**src/rtl/tpi_pkg.sv**
```systemverilog
package tpi_pkg;
  localparam int unsigned TPI_ACC_W   = 16;
  localparam int unsigned TPI_CEIL    = 61441;
  localparam int unsigned TPI_CODE_W  = 6;
  localparam int unsigned TPI_N_CHAN  = 2;
  localparam int unsigned TPI_SYNC_ST = 2;
endpackage

```
**src/rtl/tpi_sync.sv**
```systemverilog
module tpi_sync #(
  parameter int unsigned WIDTH  = 3,
  parameter int unsigned STAGES = 2
) (
  input  logic             clk,
  input  logic             rst,
  input  logic [WIDTH-1:0] d_in,
  output logic [WIDTH-1:0] q_out
);
  for (genvar b = 0; b < WIDTH; b++) begin : g_bit
    logic [STAGES-1:0] chain;
    always_ff @(posedge clk) begin
      if (rst) chain <= '0;
      else     chain <= {chain[STAGES-2:0], d_in[b]};
    end
    assign q_out[b] = chain[STAGES-1];
  end
endmodule

```
**src/rtl/tpi_prescaler.sv**
```systemverilog
module tpi_prescaler #(
  parameter int unsigned CODE_W = 6
) (
  input  logic              clk,
  input  logic              rst,
  input  logic              clr,
  input  logic              en,
  input  logic              step,
  input  logic [CODE_W-1:0] code,
  output logic              tick
);
  localparam int unsigned BASE_W = CODE_W - 1;
  localparam int unsigned CNT_W  = CODE_W + 1;

  logic [CNT_W-1:0] base;
  logic [CNT_W-1:0] ratio;
  logic [CNT_W-1:0] cnt;

  always_comb begin
    base  = CNT_W'(code[BASE_W-1:0]) + CNT_W'(1);
    ratio = code[CODE_W-1] ? (base << 1) : base;
  end

  always_ff @(posedge clk) begin
    if (rst || clr) begin
      cnt  <= '0;
      tick <= 1'b0;
    end else begin
      tick <= 1'b0;
      if (en && step) begin
        if (cnt >= ratio - CNT_W'(1)) begin
          cnt  <= '0;
          tick <= 1'b1;
        end else begin
          cnt <= cnt + CNT_W'(1);
        end
      end
    end
  end

  // a disabled prescaler does not move
  assert_freeze_R5: assert property (@(posedge clk) disable iff (rst)
    (!en && !clr) |=> $stable(cnt));

  // a tick only follows a counted edge
  assert_tick_src_R3: assert property (@(posedge clk) disable iff (rst)
    tick |-> $past(en && step));
endmodule

```
**src/rtl/tpi_channel.sv**
```systemverilog
module tpi_channel #(
  parameter int unsigned ACC_W = 16,
  parameter int unsigned CEIL  = 61441
) (
  input  logic             clk,
  input  logic             rst,
  input  logic             tick,
  input  logic             load,
  input  logic             clr,
  output logic [ACC_W-1:0] hold
);
  localparam logic [ACC_W-1:0] CEIL_V = ACC_W'(CEIL);

  logic [ACC_W-1:0] acc;

  always_ff @(posedge clk) begin
    if (rst || clr)                 acc <= '0;
    else if (tick && acc != CEIL_V) acc <= acc + ACC_W'(1);
  end

  always_ff @(posedge clk) begin
    if (rst)       hold <= '0;
    else if (load) hold <= acc;
  end

  assert_ceiling_R4: assert property (@(posedge clk) disable iff (rst)
    (acc == CEIL_V && !clr) |=> acc == CEIL_V);

  assert_cleared_R7: assert property (@(posedge clk) disable iff (rst)
    clr |=> acc == '0);

  assert_hold_R8: assert property (@(posedge clk) disable iff (rst)
    !load |=> $stable(hold));
endmodule

```
**src/rtl/tpi_window.sv**
```systemverilog
module tpi_window (
  input  logic clk,
  input  logic rst,
  input  logic blank,
  input  logic sync_rise,
  output logic load,
  output logic clr
);
  typedef enum logic [1:0] {W_IDLE, W_LOADED, W_DONE} wstate_t;
  wstate_t st;

  always_ff @(posedge clk) begin
    if (rst) begin
      st   <= W_IDLE;
      load <= 1'b0;
      clr  <= 1'b0;
    end else begin
      load <= 1'b0;
      clr  <= 1'b0;
      if (!blank) begin
        st <= W_IDLE;
      end else if (sync_rise) begin
        case (st)
          W_IDLE:   begin load <= 1'b1; st <= W_LOADED; end
          W_LOADED: begin clr  <= 1'b1; st <= W_DONE;   end
          default:  st <= W_DONE;
        endcase
      end
    end
  end

  assert_single_action_R9: assert property (@(posedge clk) disable iff (rst)
    $onehot0({load, clr}));

  assert_no_load_open_R8: assert property (@(posedge clk) disable iff (rst)
    !blank |=> !load);
endmodule

```
**src/rtl/tp_integrator.sv**
```systemverilog
module tp_integrator
  import tpi_pkg::*;
#(
  parameter int unsigned ACC_W  = TPI_ACC_W,
  parameter int unsigned CEIL   = TPI_CEIL,
  parameter int unsigned CODE_W = TPI_CODE_W,
  parameter int unsigned STAGES = TPI_SYNC_ST
) (
  input  logic              clk,
  input  logic              rst,
  input  logic              vf_pulse,
  input  logic              sync_in,
  input  logic              blank_in,
  input  logic [CODE_W-1:0] div_code,
  output logic [ACC_W-1:0]  reg_a,
  output logic [ACC_W-1:0]  reg_b
);
  localparam int unsigned NCH = TPI_N_CHAN;

  logic [2:0] raw_in, syn;
  logic vf_s, sync_s, blank_s;
  logic vf_d, sync_d;
  logic vf_rise, sync_rise;
  logic do_load, do_clr;
  logic [ACC_W-1:0] hold_w [NCH];

  assign raw_in = {blank_in, sync_in, vf_pulse};

  tpi_sync #(.WIDTH(3), .STAGES(STAGES)) u_sync (
    .clk(clk), .rst(rst), .d_in(raw_in), .q_out(syn)
  );

  assign vf_s    = syn[0];
  assign sync_s  = syn[1];
  assign blank_s = syn[2];

  always_ff @(posedge clk) begin
    if (rst) begin
      vf_d   <= 1'b0;
      sync_d <= 1'b0;
    end else begin
      vf_d   <= vf_s;
      sync_d <= sync_s;
    end
  end

  assign vf_rise   = vf_s & ~vf_d;
  assign sync_rise = sync_s & ~sync_d;

  tpi_window u_window (
    .clk(clk), .rst(rst), .blank(blank_s), .sync_rise(sync_rise),
    .load(do_load), .clr(do_clr)
  );

  for (genvar c = 0; c < NCH; c++) begin : g_chan
    logic gate_en;
    logic tick;
    assign gate_en = !blank_s && (sync_s == c[0]);

    tpi_prescaler #(.CODE_W(CODE_W)) u_pre (
      .clk(clk), .rst(rst), .clr(do_clr), .en(gate_en), .step(vf_rise),
      .code(div_code), .tick(tick)
    );

    tpi_channel #(.ACC_W(ACC_W), .CEIL(CEIL)) u_acc (
      .clk(clk), .rst(rst), .tick(tick), .load(do_load), .clr(do_clr),
      .hold(hold_w[c])
    );
  end

  assign reg_a = hold_w[0];
  assign reg_b = hold_w[1];
endmodule

```
**config.mk**
```make
export PLATFORM = sky130hd
export DESIGN_NAME = tp_integrator
export DESIGN_NICKNAME = d
export VERILOG_FILES = /design/src/rtl/tpi_pkg.sv /design/src/rtl/tpi_sync.sv /design/src/rtl/tpi_prescaler.sv /design/src/rtl/tpi_channel.sv /design/src/rtl/tpi_window.sv /design/src/rtl/tp_integrator.sv
export SDC_FILE = /design/constraint.sdc
export NUM_CORES = 1
export LEC_CHECK = 0
export BUFFER_PORTS_ARGS = -buffer_cell sky130_fd_sc_hd__buf_2
export CELL_PAD_IN_SITES_DETAIL_PLACEMENT = 0
export CELL_PAD_IN_SITES_GLOBAL_PLACEMENT = 1
export CORE_MARGIN = 3
export CORE_UTILIZATION = 41
export CTS_BUF_LIST = sky130_fd_sc_hd__clkbuf_16
export CTS_CLUSTER_SIZE = 28
export DETAILED_ROUTE_END_ITERATION = 12
export HOLD_SLACK_MARGIN = 0.15
export PLACE_DENSITY_LB_ADDON = 0.25
export RECOVER_POWER = 50
export SYNTH_ARGS = -nofsm -noshare
export SYNTH_HDL_FRONTEND = slang
export SYNTH_HIERARCHICAL = 1
export SYNTH_SLANG_ARGS = --single-unit
```
**constraint.sdc**
```tcl
create_clock -name clk -period 3 [get_ports clk]
set_input_delay 0.6 -clock clk [delete_from_list [all_inputs] [get_ports clk]]
set_output_delay 0.6 -clock clk [all_outputs]
set_load 0.01 [all_outputs]
```
# After elaboration in Yosys (flattened, before gate mapping)
# Cells that the tools add are included.
# Widths: inputs -> output; s select.
# classes
add_sub_neg,6
n_lt_le_gt_ge,2
eq_ne,3
n_mux,8
bitwise,9
n_reduce_logical,13
# op_table
operator,count
$add 16x1->16 const B,2
$ne 16x16->1 const B,2
$mux 7,3
$add 7x1->7 const B,2
$ge 7x7->1,2
$not 1->1,7
$sub 7x1->7 const B,1
$add 5x1->6 const B,1
$logic_and 1x1->1,6
$reduce_or 2->1,3
$mux 1,4
$reduce_or 3->1,1
$and 1x1->1,2
$eq 2x1->1 const B,1
$logic_not 2->1,1
$mux 2,1
$logic_not 1->1,1
$logic_or 1x1->1,1
# totals
regBits,92
input_bits,11
elab_cells,57

# Depth between registers and ports, before layout
# Gate-level depths: netlist (run 1).
# logic_depth
word_depth,5
ltp_mapped,14

# By module
# Netlist (run 1), hierarchy kept.
# by_module_without_submodules
module,n_inst,cells_per_inst,area_each_um2,seq_area_each_um2
tpi_channel,2,142,1382.6,640.6
tpi_prescaler at g_chan[1].u_pre,1,86,742.0,160.2
tpi_prescaler at g_chan[0].u_pre,1,84,703.2,160.2
tpi_sync,1,15,180.2,120.1
tpi_window,1,13,136.4,80.1
tp_integrator,1,8,81.3,40.0

# Worst setup path before layout (run 1)
# No wires, ideal clock.
# synth_timing
path_type,input-to-reg
start,in div_code[0]
end,reg g_chan[0].u_pre.cnt[1]
setup_ps,71
t_arrival_ps,2959
t_required_ps,2929
path_slack_ps,-30
cell_stages,13
path_buffers,2
path_cell_list,ha_1 > nor2b_2 > and2_4 > buf_6 > and3_4 > buf_6 > or3_1 > and3_1 > ha_1 > a21o_1 > a221oi_1 > o21ai_1 > a21oi_1
# synth_between
elab_chain_cells,5
# synth_rtl
element,line,text
from (decl),tp_integrator.sv:14,"input logic [CODE_W-1:0] div_code,"
$add 5x1->6,tpi_prescaler.sv:20,base = CNT_W'(code[BASE_W-1:0]) + CNT_W'(1);
$mux 7,tpi_prescaler.sv:21,ratio = code[CODE_W-1] ? (base << 1) : base;
$sub 7x1->7,tpi_prescaler.sv:31,if (cnt >= ratio - CNT_W'(1)) begin
$ge 7x7->1,tpi_prescaler.sv:31,
$mux 7,tpi_prescaler.sv:31,
to (signal assigned),tpi_prescaler.sv:35,cnt <= cnt + CNT_W'(1);
to (decl),tpi_prescaler.sv:17,logic [CNT_W-1:0] cnt;
# Every way passes these cells.
# A chain may end at the register's enable or synchronous reset.

# Worst setup path after layout (run 1)
# layout_timing
start,in div_code[0]
end,reg g_chan[1].u_pre.cnt[5]
# layout_between
elab_chain_cells,5
# layout_rtl
element,line
$add 5x1->6,tpi_prescaler.sv:20
$mux 7,tpi_prescaler.sv:21
$sub 7x1->7,tpi_prescaler.sv:31
$ge 7x7->1,tpi_prescaler.sv:31
$mux 7,tpi_prescaler.sv:31
to (signal assigned),tpi_prescaler.sv:35
to (decl),tpi_prescaler.sv:17
# Every way passes these cells.

==> results.sh, run 1 <==
export IMPL_status="finished with violations"
export IMPL_violations="max-capacitance violations, max-slew violations"
export IMPL_nets=568
export IMPL_finalHoldViolCount=0
export IMPL_core_area_sq_um=10890
export IMPL_hp_start="u_sync/g_bit[0].chain[0]"
export IMPL_powerDensity_nw_per_um2=500.6
export IMPL_synthToLayoutAreaGrowth_pct=14.69
export IMPL_overflow=0
export IMPL_synth_most_common_cell="dfxtp_1"
export IMPL_ir_drop_mv=0.2505
export IMPL_clock_skew_ns=0.004335
export IMPL_slew_limit_headroom_pct=-22.27
export IMPL_dr_pass1_iters=4
export IMPL_die_w_um=112.0
export IMPL_die_y_um=112.0
export IMPL_first_iter_violations=104
export IMPL_drive_gt1_share_pct=12.41
export IMPL_fp_row_count=38
export IMPL_crit_end="g_chan[1].u_pre/cnt[5]"
export IMPL_end_kind="register"
export IMPL_rsz0062_at_grt="false"
export IMPL_clockBufferDepth=2
export IMPL_gp_congestion=0.7527
export IMPL_num_vias=3459
export IMPL_power_internal_mw=2.109
export IMPL_cts_sinks=92
export IMPL_port_buffer_count=42
export IMPL_r2r_slack_ns=0.87
export IMPL_ys_types=55
export IMPL_htreeDepth=3
export IMPL_pwr_share_seq_pct=46.5
export IMPL_fin_crit_ns=2.844
export IMPL_setup_viol_count_final=0
export IMPL_fin_tns_setup_ns=0
export IMPL_grt_max_degree=35
export IMPL_yosysSeqAreaShare_pct=39.97
export IMPL_num_fill_cells=1075
export IMPL_synth_top_cell_area_share_pct=39.97
export IMPL_crit_start="div_code[0]"
export IMPL_clock_latency_ns=0.33
export IMPL_diodes=0
export IMPL_synthFlopType="dfxtp_1"
export IMPL_yosys_top_cells_count="dfxtp_1, nor2_1, mux2i_1"
export IMPL_post_cts_setup_buffers=0
export IMPL_cts_buffers=9
export IMPL_crit_type="in -> reg"
export IMPL_worst_pin_slew_ns=1.832
export IMPL_clkTransAtPathRegs_ns=0.06
export IMPL_grt_pass1_wl_um=15480
export IMPL_grt_pass1_vias=3326
export IMPL_yosysTopAreaCell="dfxtp_1"
export IMPL_pin_count=43
export IMPL_syn_avg_cell_area_sq_um=9.404
export IMPL_yosys_top_cells_area="dfxtp_1, mux2i_1, nor2_1"
export IMPL_antenna_left=0
export IMPL_whs_ns=0.4322
export IMPL_hold_class="reg -> reg"
export IMPL_p_switching_mw=0.5364
export IMPL_rr_endpoint="g_chan[0].u_acc/hold[3]"
export IMPL_arrival_ns=3.11
export IMPL_maxCapViolCount=2
export IMPL_yosysWarnings=6
export IMPL_grt_util_all_layers_pct=14.68
export IMPL_wl_per_cell_um=12.80
export IMPL_synthCells=490
export IMPL_cts_tree="done"
export IMPL_synthesis_area_sq_um=4608
export IMPL_drc_errors=0
export IMPL_cts_repair_resized=0
export IMPL_period_share_pct=94.81
export IMPL_cts_hold_buf=0
export IMPL_cts_root_buf="clkbuf_16"
export IMPL_p_leak_nw=2.042
export IMPL_place_hpwl_um=6368
export IMPL_initial_core_util_pct=42.32
export IMPL_drt_wl_total_um=8704
export IMPL_start_kind="input port"
export IMPL_worstReg2RegStart="u_window/load"
export IMPL_stdcell_count=680
export IMPL_ys_ff_latch=92
export IMPL_synth_edf_count=0
export IMPL_syn_nets=523
export IMPL_r2r_cells=2
export IMPL_p_clk_share_pct=46.8
export IMPL_fmax_ghz=0.3516
export IMPL_crit_fanout=7
export IMPL_place_inst=664
export IMPL_worstPathRequired_ns=3.27
export IMPL_sw_frac_of_total_pct=20.28
export IMPL_p_comb_share_pct=6.6
export IMPL_antenna_found_initial=0
export IMPL_synthArstFlopShare_pct=0
export IMPL_vias_per_cell=5.087
export IMPL_dieArea_sq_um=12550
export IMPL_drv_slew=33
-- cell usage in the layout (no fill, tap or decap), types with 14 or more instances in the layout --
cell type | Yosys | final
dfxtp_1 | 92 | 92
mux2i_1 | 35 | 35
xnor2_1 | 26 | 26
a21oi_1 | 16 | 16
nand3_1 | 14 | 14
xor2_1 | 17 | 17
nor2_1 | 84 | 84
buf_4 | 3 | 15
nand2_1 | 22 | 22
ha_1 | 22 | 22
clkbuf_1 | 9 | 34
-- final cells by class --
type                            instances  area (sq um)  share of cell area [%]
Clock buffer                            9         225.2                   4.261
Clock inverter                          7         106.4                   2.012
Inverter                               11         41.29                  0.7812
Multi-Input combinational cell        363          2610                   49.38
Sequential cell                        92          1842                   34.85
Tap cell                              140         175.2                   3.314
Timing Repair Buffer                   58         285.3                   5.398
-- sequential cells by signal (all words and copies together) (netlist names) --
register	cells
g_chan.u_acc/acc	32
g_chan.u_acc/hold	32
g_chan.u_pre/cnt	14
g_chan.u_pre/tick	2
sync_d	1
u_sync/g_bit.chain	6
u_window/clr	1
u_window/load	1
u_window/st	2
vf_d	1
-- layer usage --
metal	GRT usage, %	share of wire, %	vias to the layer above
met4	6.490	1.7	0
met2	23.38	46	43
li1	-	-	1801
met3	3.127	3.0	9
met1	19.29	49	1606
met5	0	0	-
-- worst min path at each step --
stage / cells past startpoint / endpoint
CTS: 1 / u_sync/g_bit[0].chain[1]
global route: 1 / u_sync/g_bit[1].chain[1]
finish: 1 / u_sync/g_bit[0].chain[1]
detailed placement: 1 / u_sync/g_bit[0].chain[1]
global placement: 1 / u_sync/g_bit[1].chain[1]
floorplan: 1 / u_sync/g_bit[0].chain[1]
-- through the flow --
step           util, %  total power [mW]  cell area, sq um  setup WS (ns)
2_1_floorplan        -             1.384              4622        0.04133
3_3_place_gp     45.86             1.431              4994        -0.1307
3_5_place_dp     45.86             1.434              4994        -0.2109
4_1_cts          48.91             2.684              5325         0.1388
5_1_grt          48.54             2.762              5285       0.006421
6_report         48.54             2.646              5285         0.1557
-- logic make-up after synthesis --
logic type	count (synthesis)	synth area share [%]
multiplexers	35	7.603
adder cells (fa/ha/maj)	22	5.973
XOR/XNOR	44	8.526
AND/OR/NAND/NOR	200	24.55
buffers and inverters	35	3.828
AO/OA/AOI/OAI	62	9.557
flip-flops	92	39.97
-- power by group through the flow --
stage	combinational, mW	sequential, mW	clock (mW)
CTS	0.177	1.23	1.28
detailed placement	0.175	1.26	0
global placement	0.173	1.26	0
global route	0.200	1.23	1.33
finish	0.175	1.23	1.24
floorplan	0.128	1.26	0
-- worst max-delay path: stages --
cell     delay [ns]
buf_2          0.11
ha_1           0.31
or4b_4         0.50
o32ai_4        0.17
xnor2_1        0.19
o22ai_1        0.11
ha_1           0.31
a211o_1        0.26
a21oi_1        0.12
o21a_1         0.18
o21ai_2        0.12
a21oi_1        0.13
Power figures use the tool's default switching activity.
==> run 2, diff against run 1 <==
--- a/config.mk
+++ b/config.mk
@@ -5,11 +5,12 @@
 export SDC_FILE = /design/constraint.sdc
 export NUM_CORES = 1
 export LEC_CHECK = 0
+export ABC_AREA = 1
 export BUFFER_PORTS_ARGS = -buffer_cell sky130_fd_sc_hd__buf_2
 export CELL_PAD_IN_SITES_DETAIL_PLACEMENT = 0
 export CELL_PAD_IN_SITES_GLOBAL_PLACEMENT = 1
 export CORE_MARGIN = 3
-export CORE_UTILIZATION = 41
+export CORE_UTILIZATION = 39
 export CTS_BUF_LIST = sky130_fd_sc_hd__clkbuf_16
 export CTS_CLUSTER_SIZE = 28
 export DETAILED_ROUTE_END_ITERATION = 12
==> run 2 against run 1 <==
Against the previous run: clock-buffer cell count is the same; critical path type unchanged; critical endpoint is now g_chan[0].u_pre/cnt[5]; core utilization fell by 4.1 points; the run now ends clean; combinational power up 4%; via count is 34% higher; clock power shrank 21%; largest cell class unchanged; synthesized cell count grew 57%.
==> results.sh, run 2 <==
export IMPL_status="complete, no violations"
export IMPL_slew_limit_headroom_pct=9.632
export IMPL_cts_buffers=9
export IMPL_grt_max_degree=41
export IMPL_clock_skew_ns=0.006036
export IMPL_cp_cell_sequence="buf_2 > ha_1 > inv_1 > o21ai_1 > nand3b_4 > nor2_4 > nand2_1 > nand2_1 > nand2_1 > ha_1 > a21o_1 > nor2_1 > nand2_1 > nand2_1 > nand2_1 > nor2_1"
export IMPL_worst_pin_slew_ns=1.354
export IMPL_fmax_ghz=0.4009
export IMPL_clock_latency_ns=0.33
export IMPL_grt_pass1_wl_um=19550
export IMPL_crit_top_cell="nand2_1"
export IMPL_vias_per_cell=4.747
export IMPL_ys_types=32
export IMPL_drive_gt1_share_pct=7.702
export IMPL_synthToLayoutAreaGrowth_pct=9.770
export IMPL_hold_class="reg -> reg"
export IMPL_fp_row_count=41
export IMPL_yosys_top_cells_area="dfxtp_1, nand2_1, nor2_1"
export IMPL_wl_per_cell_um=11.80
export IMPL_p_leak_nw=2.336
export IMPL_synth_edf_count=0
export IMPL_clockBufferDepth=2
export IMPL_first_iter_violations=232
export IMPL_diodes=0
export IMPL_period_share_pct=83.14
export IMPL_fin_tns_setup_ns=0
export IMPL_yosysSeqAreaShare_pct=35.60
export IMPL_initial_core_util_pct=40.50
export IMPL_fin_crit_ns=2.494
export IMPL_max_stage_delay_ns=0.30
export IMPL_clkTransAtPathRegs_ns=0.06
export IMPL_maxCapViolCount=0
export IMPL_synth_top_cell_area_share_pct=35.60
export IMPL_drt_wl_total_um=11530
export IMPL_synthArstFlopShare_pct=0
export IMPL_start_kind="input port"
export IMPL_dr_pass1_iters=4
export IMPL_drc_errors=0
export IMPL_die_w_um=121.2
export IMPL_synthesis_area_sq_um=5174
export IMPL_finalHoldViolCount=0
export IMPL_critical_path_slowest_cell="ha_1"
export IMPL_pin_count=43
export IMPL_setup_viol_count_final=0
export IMPL_synthCells=767
export IMPL_antenna_found_initial=0
export IMPL_htreeDepth=3
export IMPL_cts_tree="done"
export IMPL_place_hpwl_um=8644
export IMPL_yosysWarnings=6
export IMPL_ir_drop_mv=0.2976
export IMPL_gp_congestion=0.8354
export IMPL_syn_avg_cell_area_sq_um=6.745
export IMPL_worstPathRequired_ns=3.26
export IMPL_end_kind="register"
export IMPL_dieArea_sq_um=14680
export IMPL_powerDensity_nw_per_um2=421.0
export IMPL_drv_slew=0
export IMPL_synth_most_common_cell="nand2_1"
export IMPL_post_cts_setup_buffers=0
export IMPL_overflow=0
export IMPL_synthFlopType="dfxtp_1"
export IMPL_cts_repair_resized=0
export IMPL_syn_nets=800
export IMPL_reg_top3="g_chan.u_acc/acc (32), g_chan.u_acc/hold (32), g_chan.u_pre/cnt (14)"
export IMPL_antenna_left=0
export IMPL_die_y_um=121.2
export IMPL_final_cell_mix="nand2_1, nor2_1, dfxtp_1, inv_1, nand3_1"
export IMPL_crit_type="in -> reg"
export IMPL_port_buffer_count=42
export IMPL_cts_root_buf="clkbuf_16"
export IMPL_p_total_mw=2.391
export IMPL_nets=833
export IMPL_arrival_ns=2.76
export IMPL_path_buf_inv=2
export IMPL_yosysTopAreaCell="dfxtp_1"
export IMPL_rsz0062_at_grt="false"
export IMPL_cts_sinks=92
export IMPL_grt_util_all_layers_pct=16.16
export IMPL_crit_fanout=11
export IMPL_ys_ff_latch=92
export IMPL_grt_pass1_vias=4250
export IMPL_cp_top_family="simple AND/OR/NAND/NOR gates"
export IMPL_core_area_sq_um=12770
export IMPL_r2r_slack_ns=1.07
export IMPL_cts_hold_buf=0
export IMPL_yosys_top_cells_count="nand2_1, nor2_1, dfxtp_1"
export IMPL_layout_commonest_cell="nand2_1"
export IMPL_num_vias=4638
## run 2: logic make-up (layout without fill, tap and decap cells)
logic type / after synthesis / after routing / share of synthesized area, %
adder cells (fa/ha/maj): 22 / 22 / 5.320
AO/OA/AOI/OAI: 66 / 66 / 7.642
XOR/XNOR: 21 / 21 / 3.555
flip-flops: 92 / 92 / 35.60
multiplexers: 1 / 1 / 0.1935
buffers and inverters: 117 / 155 / 9.795
AND/OR/NAND/NOR: 448 / 448 / 37.90
## run 2: layer usage
| layer | vias up | track usage (%) | share of wire, % |
|---|---|---|---|
| met5 | - | 0 | 0 |
| met4 | 0 | 4.622 | 0.95 |
| met3 | 7 | 3.077 | 3.4 |
| met2 | 74 | 26.95 | 45 |
| met1 | 2041 | 21.34 | 50 |
| li1 | 2516 | - | - |
## run 2: final timing paths
check	endpoint	depth (start not counted)	start
setup / recovery	g_chan[0].u_pre/cnt[5]	16	div_code[1]
hold / removal	u_sync/g_bit[0].chain[1]	2	u_sync/g_bit[0].chain[0]
setup reg to reg	g_chan[1].u_acc/hold[3]	3	u_window/load
hold reg to reg	u_sync/g_bit[0].chain[1]	2	u_sync/g_bit[0].chain[0]
## run 2: layout make-up
class,instances,area [sq um]
fillers,1407,7094
repair buffers,45,191.4
flip-flops and latches,92,1842
well taps,172,215.2
clock buffers,9,225.2
clock inverters,7,27.53
multi-input cells,558,2823
inverters,94,355.3
## run 2: power breakdown
group / internal, mW / switching [mW] / leakage, nW / total, mW
clock: 0.542 / 0.432 / 0.136 / 0.974
sequential: 1.23 / 0.00506 / 0.742 / 1.23
combinational: 0.0616 / 0.120 / 1.46 / 0.182
total: 1.83 / 0.558 / 2.34 / 2.39
## run 2: stage by stage
stage / cells / util [%] / setup WS [ns] / hold slack [ns] / area (sq um)
2_1_floorplan: 767 / - / 0.5721 / 0.3883 / 5174
3_3_place_gp: 961 / 42.83 / 0.2686 / 0.3910 / 5472
3_5_place_dp: 961 / 42.83 / 0.1510 / 0.3953 / 5472
4_1_cts: 977 / 44.81 / 0.5044 / 0.4036 / 5724
5_1_grt: 977 / 44.46 / 0.3155 / 0.4276 / 5679
6_report: 977 / 44.46 / 0.5057 / 0.4021 / 5679
## run 2: tightest hold or removal path: cells and delay by family (launching register included)
kind                   cells  cell delay (ns)
AND/OR/NAND/NOR            1             0.03
buffers and inverters      1             0.04
flip-flops                 1             0.29
